**config.mk**
```make
export PLATFORM = sky130hd
export DESIGN_NAME = bidir_latch_xcvr
export DESIGN_NICKNAME = d
export VERILOG_FILES = /design/src/rtl/xcvr_pkg.sv /design/src/rtl/xcvr_store.sv /design/src/rtl/xcvr_gate.sv /design/src/rtl/bidir_latch_xcvr.sv
export SDC_FILE = /design/constraint.sdc
export NUM_CORES = 1
export LEC_CHECK = 0
export ABC_AREA = 1
export BUFFER_PORTS_ARGS = -buffer_cell sky130_fd_sc_hd__buf_2
export CORE_MARGIN = 10
export CORE_UTILIZATION = 44
export CTS_CLUSTER_DIAMETER = 120
export CTS_CLUSTER_SIZE = 25
export DETAILED_ROUTE_END_ITERATION = 12
export PLACE_DENSITY_LB_ADDON = 0.08
export SLEW_MARGIN = 25
export SYNTH_ARGS = -nofsm -noshare
export SYNTH_HDL_FRONTEND = slang
export SYNTH_SLANG_ARGS = --single-unit
```
**constraint.sdc**
```tcl
create_clock -name clk -period 0.8 [get_ports clk]
set_input_delay 0.08 -clock clk [delete_from_list [all_inputs] [get_ports clk]]
set_output_delay 0.08 -clock clk [all_outputs]
set_load 0.05 [all_outputs]
```
**src/rtl/xcvr_pkg.sv**
```systemverilog
// Shared definitions for the latched bus transceiver.
// Assumes: a single byte-wide data path in both directions.
package xcvr_pkg;
    localparam int XCVR_W    = 8;
    localparam int XCVR_DIRS = 2;
    localparam int DIR_AB    = 0;
    localparam int DIR_BA    = 1;
endpackage

```
**src/rtl/xcvr_store.sv**
```systemverilog
// One direction's storage stage. It behaves like a level-sensitive latch
// built from a clocked register: while capture is open, the visible word is
// the source itself and the register follows it on each edge. Otherwise the
// register holds.
// Assumes: controls are synchronous to clk; rst_n is synchronous, active low.
module xcvr_store #(
    parameter int W = 8
) (
    input  logic         clk,
    input  logic         rst_n,
    input  logic         en_n,
    input  logic         le_n,
    input  logic [W-1:0] src,
    output logic [W-1:0] view
);
    logic         open_w;
    logic [W-1:0] held_q;

    // Capture window: enable and capture control both low.
    always_comb open_w = ~en_n & ~le_n;

    // Visible word: the source while open, otherwise the held word.
    always_comb view = open_w ? src : held_q;

    // Storage register: cleared by reset, loaded while open.
    always_ff @(posedge clk) begin
        if (!rst_n)      held_q <= '0;
        else if (open_w) held_q <= src;
    end


    reset_clear_chk: assert property (@(posedge clk) !rst_n |=> held_q == '0);

    capture_load_chk: assert property (@(posedge clk) disable iff (!rst_n)
        (!en_n && !le_n) |=> held_q == $past(src));

    hold_latched_chk: assert property (@(posedge clk) disable iff (!rst_n)
        (!en_n && le_n) |=> $stable(held_q));

    hold_disabled_chk: assert property (@(posedge clk) disable iff (!rst_n)
        en_n |=> $stable(held_q));
endmodule

```
**src/rtl/xcvr_gate.sv**
```systemverilog
// One direction's output gate. It drives the stage word onto the opposite
// port when enable and drive control are both low. An idle bus is forced to
// zero and the drive flag is held low during reset.
// Assumes: view is the stage word from xcvr_store.
module xcvr_gate #(
    parameter int W = 8
) (
    input  logic         clk,
    input  logic         rst_n,
    input  logic         en_n,
    input  logic         oe_n,
    input  logic [W-1:0] view,
    output logic         drive,
    output logic [W-1:0] dout
);
    // Drive decision: reset released, enable low, drive control low.
    always_comb drive = rst_n & ~en_n & ~oe_n;

    // Output bus: the stage word when driving, zero when idle.
    always_comb dout = drive ? view : '0;


    drive_cause_chk: assert property (@(posedge clk) disable iff (!rst_n)
        drive |-> (!en_n && !oe_n));

    idle_zero_chk: assert property (@(posedge clk) disable iff (!rst_n)
        !drive |-> dout == '0);

    oe_block_chk: assert property (@(posedge clk) disable iff (!rst_n)
        oe_n |-> !drive);
endmodule

```
**src/rtl/bidir_latch_xcvr.sv**
```systemverilog
// Top level: two mirrored stage-plus-gate paths. Path 0 carries A to B and
// path 1 carries B to A. Each path has its own enable, capture and drive
// controls, all active low.
// Assumes: the environment does not drive a port while its flag is high.
module bidir_latch_xcvr
    import xcvr_pkg::*;
#(
    parameter int W = XCVR_W
) (
    input  logic         clk,
    input  logic         rst_n,
    input  logic [W-1:0] a_in,
    input  logic [W-1:0] b_in,
    input  logic         ab_en_n,
    input  logic         ab_le_n,
    input  logic         ab_oe_n,
    input  logic         ba_en_n,
    input  logic         ba_le_n,
    input  logic         ba_oe_n,
    output logic [W-1:0] a_out,
    output logic         a_oe,
    output logic [W-1:0] b_out,
    output logic         b_oe
);
    logic [XCVR_DIRS-1:0] en_v, le_v, oe_v, drv_v;
    logic [W-1:0]         src_v  [XCVR_DIRS];
    logic [W-1:0]         view_v [XCVR_DIRS];
    logic [W-1:0]         dat_v  [XCVR_DIRS];

    // Route per-direction controls and sources into indexed vectors.
    always_comb begin
        en_v[DIR_AB]  = ab_en_n;  en_v[DIR_BA] = ba_en_n;
        le_v[DIR_AB]  = ab_le_n;  le_v[DIR_BA] = ba_le_n;
        oe_v[DIR_AB]  = ab_oe_n;  oe_v[DIR_BA] = ba_oe_n;
        src_v[DIR_AB] = a_in;     src_v[DIR_BA] = b_in;
    end

    for (genvar d = 0; d < XCVR_DIRS; d++) begin : g_path
        xcvr_store #(.W(W)) u_store (
            .clk(clk), .rst_n(rst_n), .en_n(en_v[d]), .le_n(le_v[d]),
            .src(src_v[d]), .view(view_v[d])
        );
        xcvr_gate #(.W(W)) u_gate (
            .clk(clk), .rst_n(rst_n), .en_n(en_v[d]), .oe_n(oe_v[d]),
            .view(view_v[d]), .drive(drv_v[d]), .dout(dat_v[d])
        );
    end

    // Map path outputs to the opposite port of each direction.
    always_comb begin
        b_out = dat_v[DIR_AB];
        b_oe  = drv_v[DIR_AB];
        a_out = dat_v[DIR_BA];
        a_oe  = drv_v[DIR_BA];
    end


    reset_quiet_chk: assert property (@(posedge clk) !rst_n |-> (!a_oe && !b_oe));
endmodule

```
==> flow_results.org, run 1 <==
** Logic synthesis
- Fraction of the yosys area taken by sequential cells :: 0.378
- For this run, the leading register cell type out of synthesis is sky130_fd_sc_hd__dfxtp_1.
- Number of synthesized register bits :: 16
- Instance count of the mapped netlist :: 142
- Of the total synthesized cell area, the portion taken by full adders, half adders and majority gates is 0.
- Post-synthesis async set-or-reset flop share :: 0
- Count of warnings emitted by yosys :: 0
- Yosys instantiated no cell more often than sky130_fd_sc_hd__inv_1.
- Of the total synthesized cell area, the portion taken by XOR and XNOR cells is 0.
- After synthesis, the share of cell area in mux cells is 0.
- Of the total synthesized cell area, the portion taken by AND, OR, NAND and NOR gates is 0.333.
- Share of the synthesized area in the top cell type :: 0.378
- After synthesis, the mean cell area works out to 5.97 sq um.
- In this run, distinct cell masters in the synthesized netlist total 11.
- Net count after synthesis :: 166
- Count of flip-flops with a built-in enable after synthesis :: 0
- Fraction of the mapped netlist area in compound gates :: 0.0944
- By count the netlist is led by 36 x sky130_fd_sc_hd__inv_1, 34 x sky130_fd_sc_hd__nor2_1, 32 x sky130_fd_sc_hd__nand2_1, 16 x sky130_fd_sc_hd__dfxtp_1, 15 x sky130_fd_sc_hd__o21ai_0.
- After synthesis, the largest family of logic cells by area is simple AND/OR/NAND/NOR gates.
- By area the synthesized netlist is led by sky130_fd_sc_hd__dfxtp_1 38%, sky130_fd_sc_hd__inv_1 16%, sky130_fd_sc_hd__nor2_1 15%, sky130_fd_sc_hd__nand2_1 14%, sky130_fd_sc_hd__o21ai_0 8.8%.
- After synthesis the cells add up to 848 sq um.
- Summed over all instances, the cell type with the most area after synthesis is sky130_fd_sc_hd__dfxtp_1.

** CTS
- Clock tree synthesis selected as its root buffer the cell sky130_fd_sc_hd__clkbuf_4.
- Number of buffers inserted during clock tree synthesis :: 3
- For this design, the sink count on the clock tree is 16.
- Maximum buffer depth of the clock tree :: 2
- CTS built an H-tree with a depth of 1.

** Place
- Detail Placement HPWL :: 1890 microns
- Count of buffers from port buffering :: 41
- OpenSTA, run right after detailed placement, puts the worst setup slack at -0.237 ns.
- At the end of routability-driven placement, the weighted congestion stood at 0.772.

** Run status
- Stop stage :: 5_1_grt
- The flow did not finish.
- The first error in the log reads "[ERROR DPL-0038] Utilization greater than 100%, impossible to legalize".

** Floorplanning
- Total I/O pin count :: 42
- Row generation in the floorplan step produced 15 rows.
- The initial utilization of the core area, before any placement, comes to 0.476.
- In this run the vertical extent of the chip is 63.9 microns.
- The die is 63.9 microns wide.

** STA
- Worst endpoint type :: primary output
- Worst-path endpoint after global-route repair_timing :: a_out[5]

** GRT
- Entering global routing, the biggest net connects 11 pins.
-- stage by stage --
stage | area, sq um | hold slack [ns] | cells
4_1_cts | 1660 | 0.158 | 233
2_1_floorplan | 1020 | 0.272 | 142
3_3_place_gp | 1330 | 0.435 | 218
3_5_place_dp | 1330 | 0.454 | 218
-- logic make-up after synthesis --
group | after synthesis
buffers and inverters | 40
flip-flops | 16
AND/OR/NAND/NOR | 70
AO/OA/AOI/OAI | 16
-- timing repair --
action	in CTS
pin swaps	42
gates cloned	2
hold buffers	0
setup buffers	16
setup endpoints to repair	25
resized for setup	64
==> run 2, diff against run 1 <==
--- a/config.mk
+++ b/config.mk
@@ -7,12 +7,10 @@
 export LEC_CHECK = 0
 export ABC_AREA = 1
 export BUFFER_PORTS_ARGS = -buffer_cell sky130_fd_sc_hd__buf_2
-export CORE_MARGIN = 10
-export CORE_UTILIZATION = 44
-export CTS_CLUSTER_DIAMETER = 120
-export CTS_CLUSTER_SIZE = 25
+export CORE_AREA = 10 10 71 73
 export DETAILED_ROUTE_END_ITERATION = 12
-export PLACE_DENSITY_LB_ADDON = 0.08
+export DIE_AREA = 0 0 81 83
+export PLACE_DENSITY_LB_ADDON = 0.15
 export SLEW_MARGIN = 25
 export SYNTH_ARGS = -nofsm -noshare
 export SYNTH_HDL_FRONTEND = slang
==> run 2 against run 1 <==
The flow now finishes, with violations (negative setup slack). Area after synthesis stayed put. Synthesized cell count unchanged.
==> flow_results.org, run 2 <==
** CTS
- Clock-pin slew was measured on the worst setup and hold paths at 0.07 ns.
- TritonCTS built the clock tree.
- Number of buffers inserted during clock tree synthesis :: 3
- Library cell used as clock root buffer :: sky130_fd_sc_hd__clkbuf_8
- The clock reaches the later pin of the worst-skew pair after 0.24 ns.
- Counting along the longest clock path gives a buffer depth of 2.
- # H-tree levels :: 1
- Clock tree synthesis found a total of 16 sinks.

** Finish
- Compared with the post-synthesis result, the final layout area differs by 124%.
- Largest registers :: g_path.u_store.held_q: 16 flops
- Leaving out fill and tap cells, the most frequent cells in the layout are 24 x sky130_fd_sc_hd__nor2_4, 22 x sky130_fd_sc_hd__inv_1, 21 x sky130_fd_sc_hd__nand2_1.
- Number of filler cells placed in the layout :: 360
- Net total in the final layout :: 230
- For this run, the number of standard cells in the final layout without fillers is 253.
- The repair_antennas step left the layout with diodes totalling 0.
- Area of the multi-input gates :: 661 sq um
- Most common cell after layout, fill and taps aside :: sky130_fd_sc_hd__nor2_4
- Footprint of the flip-flops and latches :: 334 sq um
- More flip-flops sit in one register than any other, and that register is g_path.u_store.held_q.
- Once layout is done, the placed cells without fillers occupy 1900 sq um.
- The register with the most flip-flops in the layout has 16 of them.
- In the final layout, the share of cells above drive strength 1 is 0.712.

** STA
- Subtracting the final worst setup slack from the clock period gives 1.12 ns.
- At the pin with the least slew margin, the transition time is 0.263 ns.
- Headroom to the max-slew limit came out at 0.824.
- Final Skew :: 0 ns
- Total of endpoints with negative setup slack in the final report :: 19
- Final worst-path cycle share :: 1.40
- The count of final max-slew check failures was 0.
- Fin. Hold Viols :: 0
- Unrepaired setup endpoints after global routing :: true
- Post-layout worst setup margin :: -0.320 ns
- Timing would allow up to 0.893 GHz.

** Pwr
- Cell area power density :: 1300 nW/um^2
- Internal power contribution :: 0.00169 W
- Worst-case vdd ir drop :: 0.629 mV
- Overall power consumption after layout is estimated at 0.00247 W.
- Switching part of the total :: 0.313
- Of the total power, registers draw 0.356.
- Of the total power, the clock network draws 0.291.
- Reported leakage power :: 0.836 nW
- The share of total power dissipated in combinational logic is 0.353.
- Switching power of the nets :: 0.000772 W

** Floorplanning
- The initialized floorplan defines 22 standard-cell rows.
- The floorplan step defined a die boundary enclosing 6720 sq um.
- For this design the top-level I/O count stands at 42.
- Initial cell density of the core :: 0.233
- Die width :: 81 microns
- The floorplan step defined a core boundary enclosing 3630 sq um.
- In this run the vertical extent of the chip is 83 microns.

** GRT
- Entering global routing, the biggest net connects 11 pins.
- Total grt overflow :: 0
- Via count of the first global-routing pass :: 1,103
- In the global route stage, overall resource usage came out at 0.0869.
- The first global-routing pass estimated 4910 microns of wire.
- Initial antenna violation count :: 0

** Drt
- Count of TritonRoute iterations in the first routing pass :: 4
- After the first detailed-routing iteration, the DRC count stood at 14.
- # DRC :: 0
- Sum of routed wire length over all layers :: 2990 microns
- Via density :: 4.00
- Dividing the detail-routed wire length by the instance count gives 11.8 microns.
- For this block, the via count after detailed routing is 1,012.
- The detail route stage leaves a number of antenna-violating nets equal to 0.

** Place
- GP Congestion :: 0.758
- The placed instances occupy a cell area of 1360 sq um.
- Dpl cells :: 241
- Count of buffers from port buffering :: 41
- Detail Placement HPWL :: 2010 microns

** Logic synthesis
- The number of different library cells used by synthesis comes to 11.
- Sorting the synthesized cells by how often they occur yields 36 x sky130_fd_sc_hd__inv_1, 34 x sky130_fd_sc_hd__nor2_1, 32 x sky130_fd_sc_hd__nand2_1, 16 x sky130_fd_sc_hd__dfxtp_1, 15 x sky130_fd_sc_hd__o21ai_0.
- The share of the Yosys chip area taken by registers is 0.378.
- Net count after synthesis :: 166
- Counting flops and latches in the post-synthesis netlist gives 16.
- Post-synthesis area per instance :: 5.97 sq um
- Post-synthesis async set-or-reset flop share :: 0
- Most frequently used cell type in the post-synthesis netlist :: sky130_fd_sc_hd__inv_1
- Synthesis produced a netlist whose cell count is 142.
- After synthesis, the cell types taking the most area are sky130_fd_sc_hd__dfxtp_1 38%, sky130_fd_sc_hd__inv_1 16%, sky130_fd_sc_hd__nor2_1 15%, sky130_fd_sc_hd__nand2_1 14%, sky130_fd_sc_hd__o21ai_0 8.8%.
- The most used flip-flop cell after synthesis is sky130_fd_sc_hd__dfxtp_1.
- Post-Syn Area :: 848 sq um
- Counting flops with a built-in enable in the synthesized netlist gives 0.
- Of the post-synthesis cell area, the dominant cell type holds 0.378.
- Count of warnings emitted by yosys :: 0
- The biggest area contributor in the post-synthesis netlist is sky130_fd_sc_hd__dfxtp_1.

** Worst setup path
- Cells along the critical path :: inv_1 > o21ai_1 > nand2_1 > nor2_4 > buf_8
- The worst setup path is captured at a primary output.
- Worst path arrival time :: 1.04 ns
- At the worst endpoint, the required time is 0.72 ns.
- Highest-delay cell along the critical path :: sky130_fd_sc_hd__dfxtp_2
- The critical path is of the reg -> out type.
- Largest fanout on the critical path :: 2
- For this run, the slowest stage of the critical path takes 0.32 ns.
- The worst setup path is launched from a flip-flop.

** Run status
- Outcome :: finished with violations
- Violations in the final reports :: negative setup slack

** Worst hold path
- The min-delay analysis places its worst path in the category in -> reg.

** Run
- Reported max-cap violation count :: 0
## run 2: cell families after synthesis
group,count (synthesis),synth area share
flops,16,0.378
simple gates,70,0.333
compound gates,16,0.0944
buf+inv,40,0.195
## run 2: metal layers
metal,vias up,wire length [microns],track usage
met5,-,0,0
met1,449,1190,0.0975
met3,2,254,0.0366
met2,28,1540,0.144
li1,533,-,-
met4,0,14,0.0250
## run 2: area by class of cell
| cell class | instances | area share |
|---|---|---|
| clock buffer | 4 | 0.0289 |
| multi-input combinational | 88 | 0.347 |
| timing repair buffer | 60 | 0.334 |
| sequential | 16 | 0.176 |
| inverter | 37 | 0.0828 |
| tap | 48 | 0.0316 |
## run 2: stage by stage
stage	setup slack [ns]	setup TNS [ns]	hold slack, ns	utilization
after floorplan	-0.0545	-0.774	0.272	-
after global placement	-0.241	-5.59	0.439	0.373
after detailed placement	-0.253	-6.15	0.453	0.373
after CTS	-0.327	-5.91	0.196	0.473
after global routing	-0.367	-5.75	0.188	0.524
final	-0.320	-4.57	0.159	0.524
## run 2: path summary, 6_finish.rpt
check	from	end	slack, ns	cells after the start
setup / recovery	g_path[1].u_store.held_q[0]	a_out[0]	-0.32	5
hold / removal	ab_en_n	g_path[0].u_store.held_q[5]	0.16	4
setup reg to reg	g_path[0].u_store.held_q[6]	g_path[0].u_store.held_q[6]	0	5
hold reg to reg	g_path[0].u_store.held_q[5]	g_path[0].u_store.held_q[5]	0.57	4
## run 2: worst max-delay path: cells and delay by family (launching register included)
kind / cells / cell delay (ns)
buf+inv: 2 / 0.18
simple gates: 2 / 0.23
flops: 1 / 0.32
compound gates: 1 / 0.06
## run 2: repair_timing
action	in CTS	in global routing
hold buffers	0	0
pin swaps	39	28
buffers inserted	12	11
endpoints found under the setup margin	21	30
gates cloned	2	2
resized for setup	68	67
## run 2: power by group through the flow
| stage | logic, W | registers [W] | clock network [W] |
|---|---|---|---|
| detailed placement | 0.000599 | 0.000882 | 0 |
| CTS | 0.000758 | 0.000866 | 0.000737 |
| floorplan | 0.000396 | 0.000878 | 0 |
| global route | 0.000948 | 0.000882 | 0.000770 |
| global placement | 0.000592 | 0.000880 | 0 |
| finish | 0.000871 | 0.000877 | 0.000717 |
No activity file was read; power rests on OpenSTA's default activity.
==> run 3, diff against run 2 <==
--- a/config.mk
+++ b/config.mk
@@ -5,7 +5,7 @@
 export SDC_FILE = /design/constraint.sdc
 export NUM_CORES = 1
 export LEC_CHECK = 0
-export ABC_AREA = 1
+export ABC_CLOCK_PERIOD_IN_PS = 800
 export BUFFER_PORTS_ARGS = -buffer_cell sky130_fd_sc_hd__buf_2
 export CORE_AREA = 10 10 71 73
 export DETAILED_ROUTE_END_ITERATION = 12
==> run 3 against run 2 <==
The run still ends with negative setup slack left. Clock skew unchanged. Fmax is 6.4% higher. Worst hold slack got worse by 0.081 ns. Global-route usage increased by 0.71 points. Core utilization down 2.9 points. Clock-buffer cell count did not move. First-iteration DRC count grew to 5.6 times the previous value. Combinational power is 22% lower. Total power shrank 8.0%. Register-to-register slack worse by 0.05 ns. Synthesized cell count down 18%. Clock power shrank 0.7%. Critical path type is now in -> out. Highest routed layer unchanged.
==> flow_results.org, run 3 <==
** STA
- Final worst-path cycle share :: 1.32
- Peak Freq :: 0.950 GHz
- Slew Limit Headroom :: 0.775
- Number of slew-limit violations in the final report :: 0
- At the pin with the least slew margin, the transition time is 0.338 ns.
- In the post-route analysis, the smallest setup slack over all paths is -0.253 ns.
- For the finished layout, the period the worst path requires is 1.05 ns.
- The hold violation count in the final report is 0.
- Setup violations remaining at the end of the flow were counted as 20.
- Final Skew :: 0 ns
- Setup repair after global routing could not meet its margin everywhere.

** Finish
- Net total in the final layout :: 185
- Layout overhead on the synthesized area :: 92.5%
- Of the cells placed in the final design, the portion with a size suffix greater than 1 is 0.694.
- Core Util, Final :: 0.495
- Most common cell after layout, fill and taps aside :: sky130_fd_sc_hd__buf_8
- Register with the most flip-flops :: g_path.u_store.held_q
- Antenna Cells :: 0
- In the final layout, the registers with the most flip-flops are g_path.u_store.held_q: 16 flops.
- Most frequent cells in the layout :: 18 x sky130_fd_sc_hd__buf_8, 17 x sky130_fd_sc_hd__buf_2
- The register with the most flip-flops in the layout has 16 of them.

** Worst setup path
- STA classifies the critical path startpoint as a primary input.
- Data required time at the worst endpoint :: 0.72 ns
- Largest fanout on the critical path :: 5
- Delay contributed by the slowest stage of the critical path :: 0.49 ns
- Measured in cells, the most critical reg-to-reg path has a length of 4.
- Among all stages on the critical path, the largest delay is contributed by sky130_fd_sc_hd__or3b_4.
- The critical path in this run is classified as in -> out.
- Worst path arrival time :: 0.97 ns
- Cells along the critical path :: buf_8 > or3b_4 > nor2_4 > buf_8
- Worst path most repeated cell :: sky130_fd_sc_hd__buf_8
- Critical path capture point type :: primary output

** Floorplanning
- In this run the standard cell core region covers 3630 sq um.
- Height of the die :: 83 microns
- Placement row count :: 22
- Measured along the x axis, the die boundary spans 81 microns.
- Pin placement for this block handled 42 I/O pins.
- Area enclosed by the die boundary :: 6720 sq um
- Initial cell density of the core :: 0.257

** GRT
- Total routing resource utilization after global routing :: 0.0940
- First-pass GRT wire length :: 5190 microns
- Met1 GRT Util :: 0.125
- In the global route stage, met3 resource usage came out at 0.0356.
- After global routing, the most crowded layer is met2.
- After global routing the overflow that remains totals 0.
- Largest net degree at the start of global routing :: 17
- The number of global-route vias before repair came to 1,001.
- GR met2 Demand/Resource :: 0.137
- Initial antenna violation count :: 0

** Pwr
- Power spread over the standard cell area amounts to 1260 nW/um^2.
- The analysis attributes to cell leakage a power of 0.635 nW.
- IR analysis of the VDD net gives a maximum drop of 1.03 mV.

** Logic synthesis
- The share of synthesized area in the top cell type comes to 0.343.
- Most used DFF post-synth :: sky130_fd_sc_hd__dfxtp_1
- A synthesized cell averages 8.06 sq um.
- The largest total area in the synthesized netlist belongs to sky130_fd_sc_hd__dfxtp_1.
- Of all flip-flops after synthesis, the portion carrying an async set or reset was 0.
- Post-Syn Area :: 935 sq um
- Instance count of the mapped netlist :: 116
- Count of warnings emitted by yosys :: 0
- Synth area leaders :: sky130_fd_sc_hd__dfxtp_1 34%, sky130_fd_sc_hd__mux2i_1 17%, sky130_fd_sc_hd__o211ai_1 13%, sky130_fd_sc_hd__o21ai_0 7.5%, sky130_fd_sc_hd__nand2_1 6.4%
- Fraction of the yosys area taken by sequential cells :: 0.343
- Net count after synthesis :: 140
- The synthesized design contains 16 register bits.
- Number of library cell types mapped by synthesis :: 14
- Ranking of synthesized cells by instance count :: 16 x sky130_fd_sc_hd__dfxtp_1, 16 x sky130_fd_sc_hd__mux2i_1, 16 x sky130_fd_sc_hd__nand2_1, 16 x sky130_fd_sc_hd__nor2_1, 16 x sky130_fd_sc_hd__o211ai_1
- Count of flip-flops with a built-in enable after synthesis :: 0

** Place
- Detail Placement HPWL :: 2210 microns
- Routability-driven placement finished with a final weighted congestion of 0.708.
- Before CTS, the worst setup slack after placement is -0.405 ns.
- Count of buffers from port buffering :: 41

** CTS
- Library cell used as clock root buffer :: sky130_fd_sc_hd__clkbuf_8
- Number of clock sinks :: 16
- After clock tree synthesis, the clock-pin slew on the worst setup and hold paths is 0.06 ns.
- The clock reaches the later pin of the worst-skew pair after 0.25 ns.
- Maximum buffer depth of the clock tree :: 2
- TritonCTS built the clock tree.
- Number of buffers inserted during clock tree synthesis :: 3
- # H-tree levels :: 1
- In this run, post-CTS hold repair placed 0 buffers.

** Drt
- Routed wire per std cell :: 15.8 microns
- For this run, design rule violations remaining after detail routing come to 0.
- Count of TritonRoute iterations in the first routing pass :: 4
- DR vias :: 1,005
- Detailed router's first-iteration violation count :: 78
- Sum of routed wire length over all layers :: 3280 microns
- The count of nets left with antenna violations once routing finished came out at 0.
- Via density :: 4.83

** Run status
- The run finished, with violations left.
- Violations in the final reports :: negative setup slack

** Worst hold path
- In this run the worst hold path is classified as in -> reg.
- Along the worst hold path, the cell count comes to 3.

** Run
- Max-cap violations in this run came to 0.
[run 3: report_power, final]
group	total (W)	internal, W	switching (W)
registers	0.000881	0.000845	0.0000364
clock network	0.000712	0.000436	0.000276
logic	0.000676	0.000316	0.000359
total	0.00227	0.00160	0.000671
[run 3: through the flow]
stage	power [W]	instances	setup TNS (ns)	hold WS, ns	cell area [sq um]
after CTS	0.00223	207	-4.44	0.0693	1690
after global placement	0.00133	199	-10.79	0.332	1300
after floorplan	0.00124	116	-4.77	0.213	1110
final	0.00227	208	-4.15	0.0778	1800
after detailed placement	0.00134	199	-10.85	0.339	1300
after global routing	0.00237	208	-4.90	0.0873	1800
[run 3: kinds of logic (layout without fill, tap and decap cells)]
group,after synthesis,in the layout,synth area share
flip-flops,16,16,0.343
AND/OR/NAND/NOR,36,38,0.161
multiplexers,16,16,0.171
AO/OA/AOI/OAI,32,32,0.214
buffers and inverters,16,58,0.111
[run 3: layout make-up]
cell class / instances / area, sq um
Inverter: 2 / 15.0
Sequential cell: 16 / 340
Timing Repair Buffer: 52 / 505
Clock buffer: 4 / 55.1
Fill cell: 378 / 1830
Tap cell: 48 / 60.1
Multi-Input combinational cell: 86 / 823
[run 3: routing by layer]
metal  vias up  routed length (microns)
li1        495                        -
met1       474                     1420
met2        34                     1620
met3         2                      231
met4         0                       14
met5         -                        0
[run 3: worst max-delay path: cells and delay by family]
kind / cells / cell delay [ns]
buffers and inverters: 2 / 0.25
and+or+nand+nor: 2 / 0.64
[run 3: final timing paths]
path / startpoint / to / slack [ns]
setup / recovery: ba_en_n / a_out[4] / -0.25
hold / removal: a_in[6] / g_path[0].u_store.held_q[6] / 0.08
setup reg to reg: g_path[1].u_store.held_q[0] / g_path[1].u_store.held_q[0] / -0.05
hold reg to reg: g_path[1].u_store.held_q[6] / g_path[1].u_store.held_q[6] / 0.49
[run 3: repair_timing]
item,4_1_cts,5_1_grt
resized for setup,99,13
buffers inserted,2,1
endpoints found under the setup margin,26,24
gates cloned,2,0
pin swaps,16,7
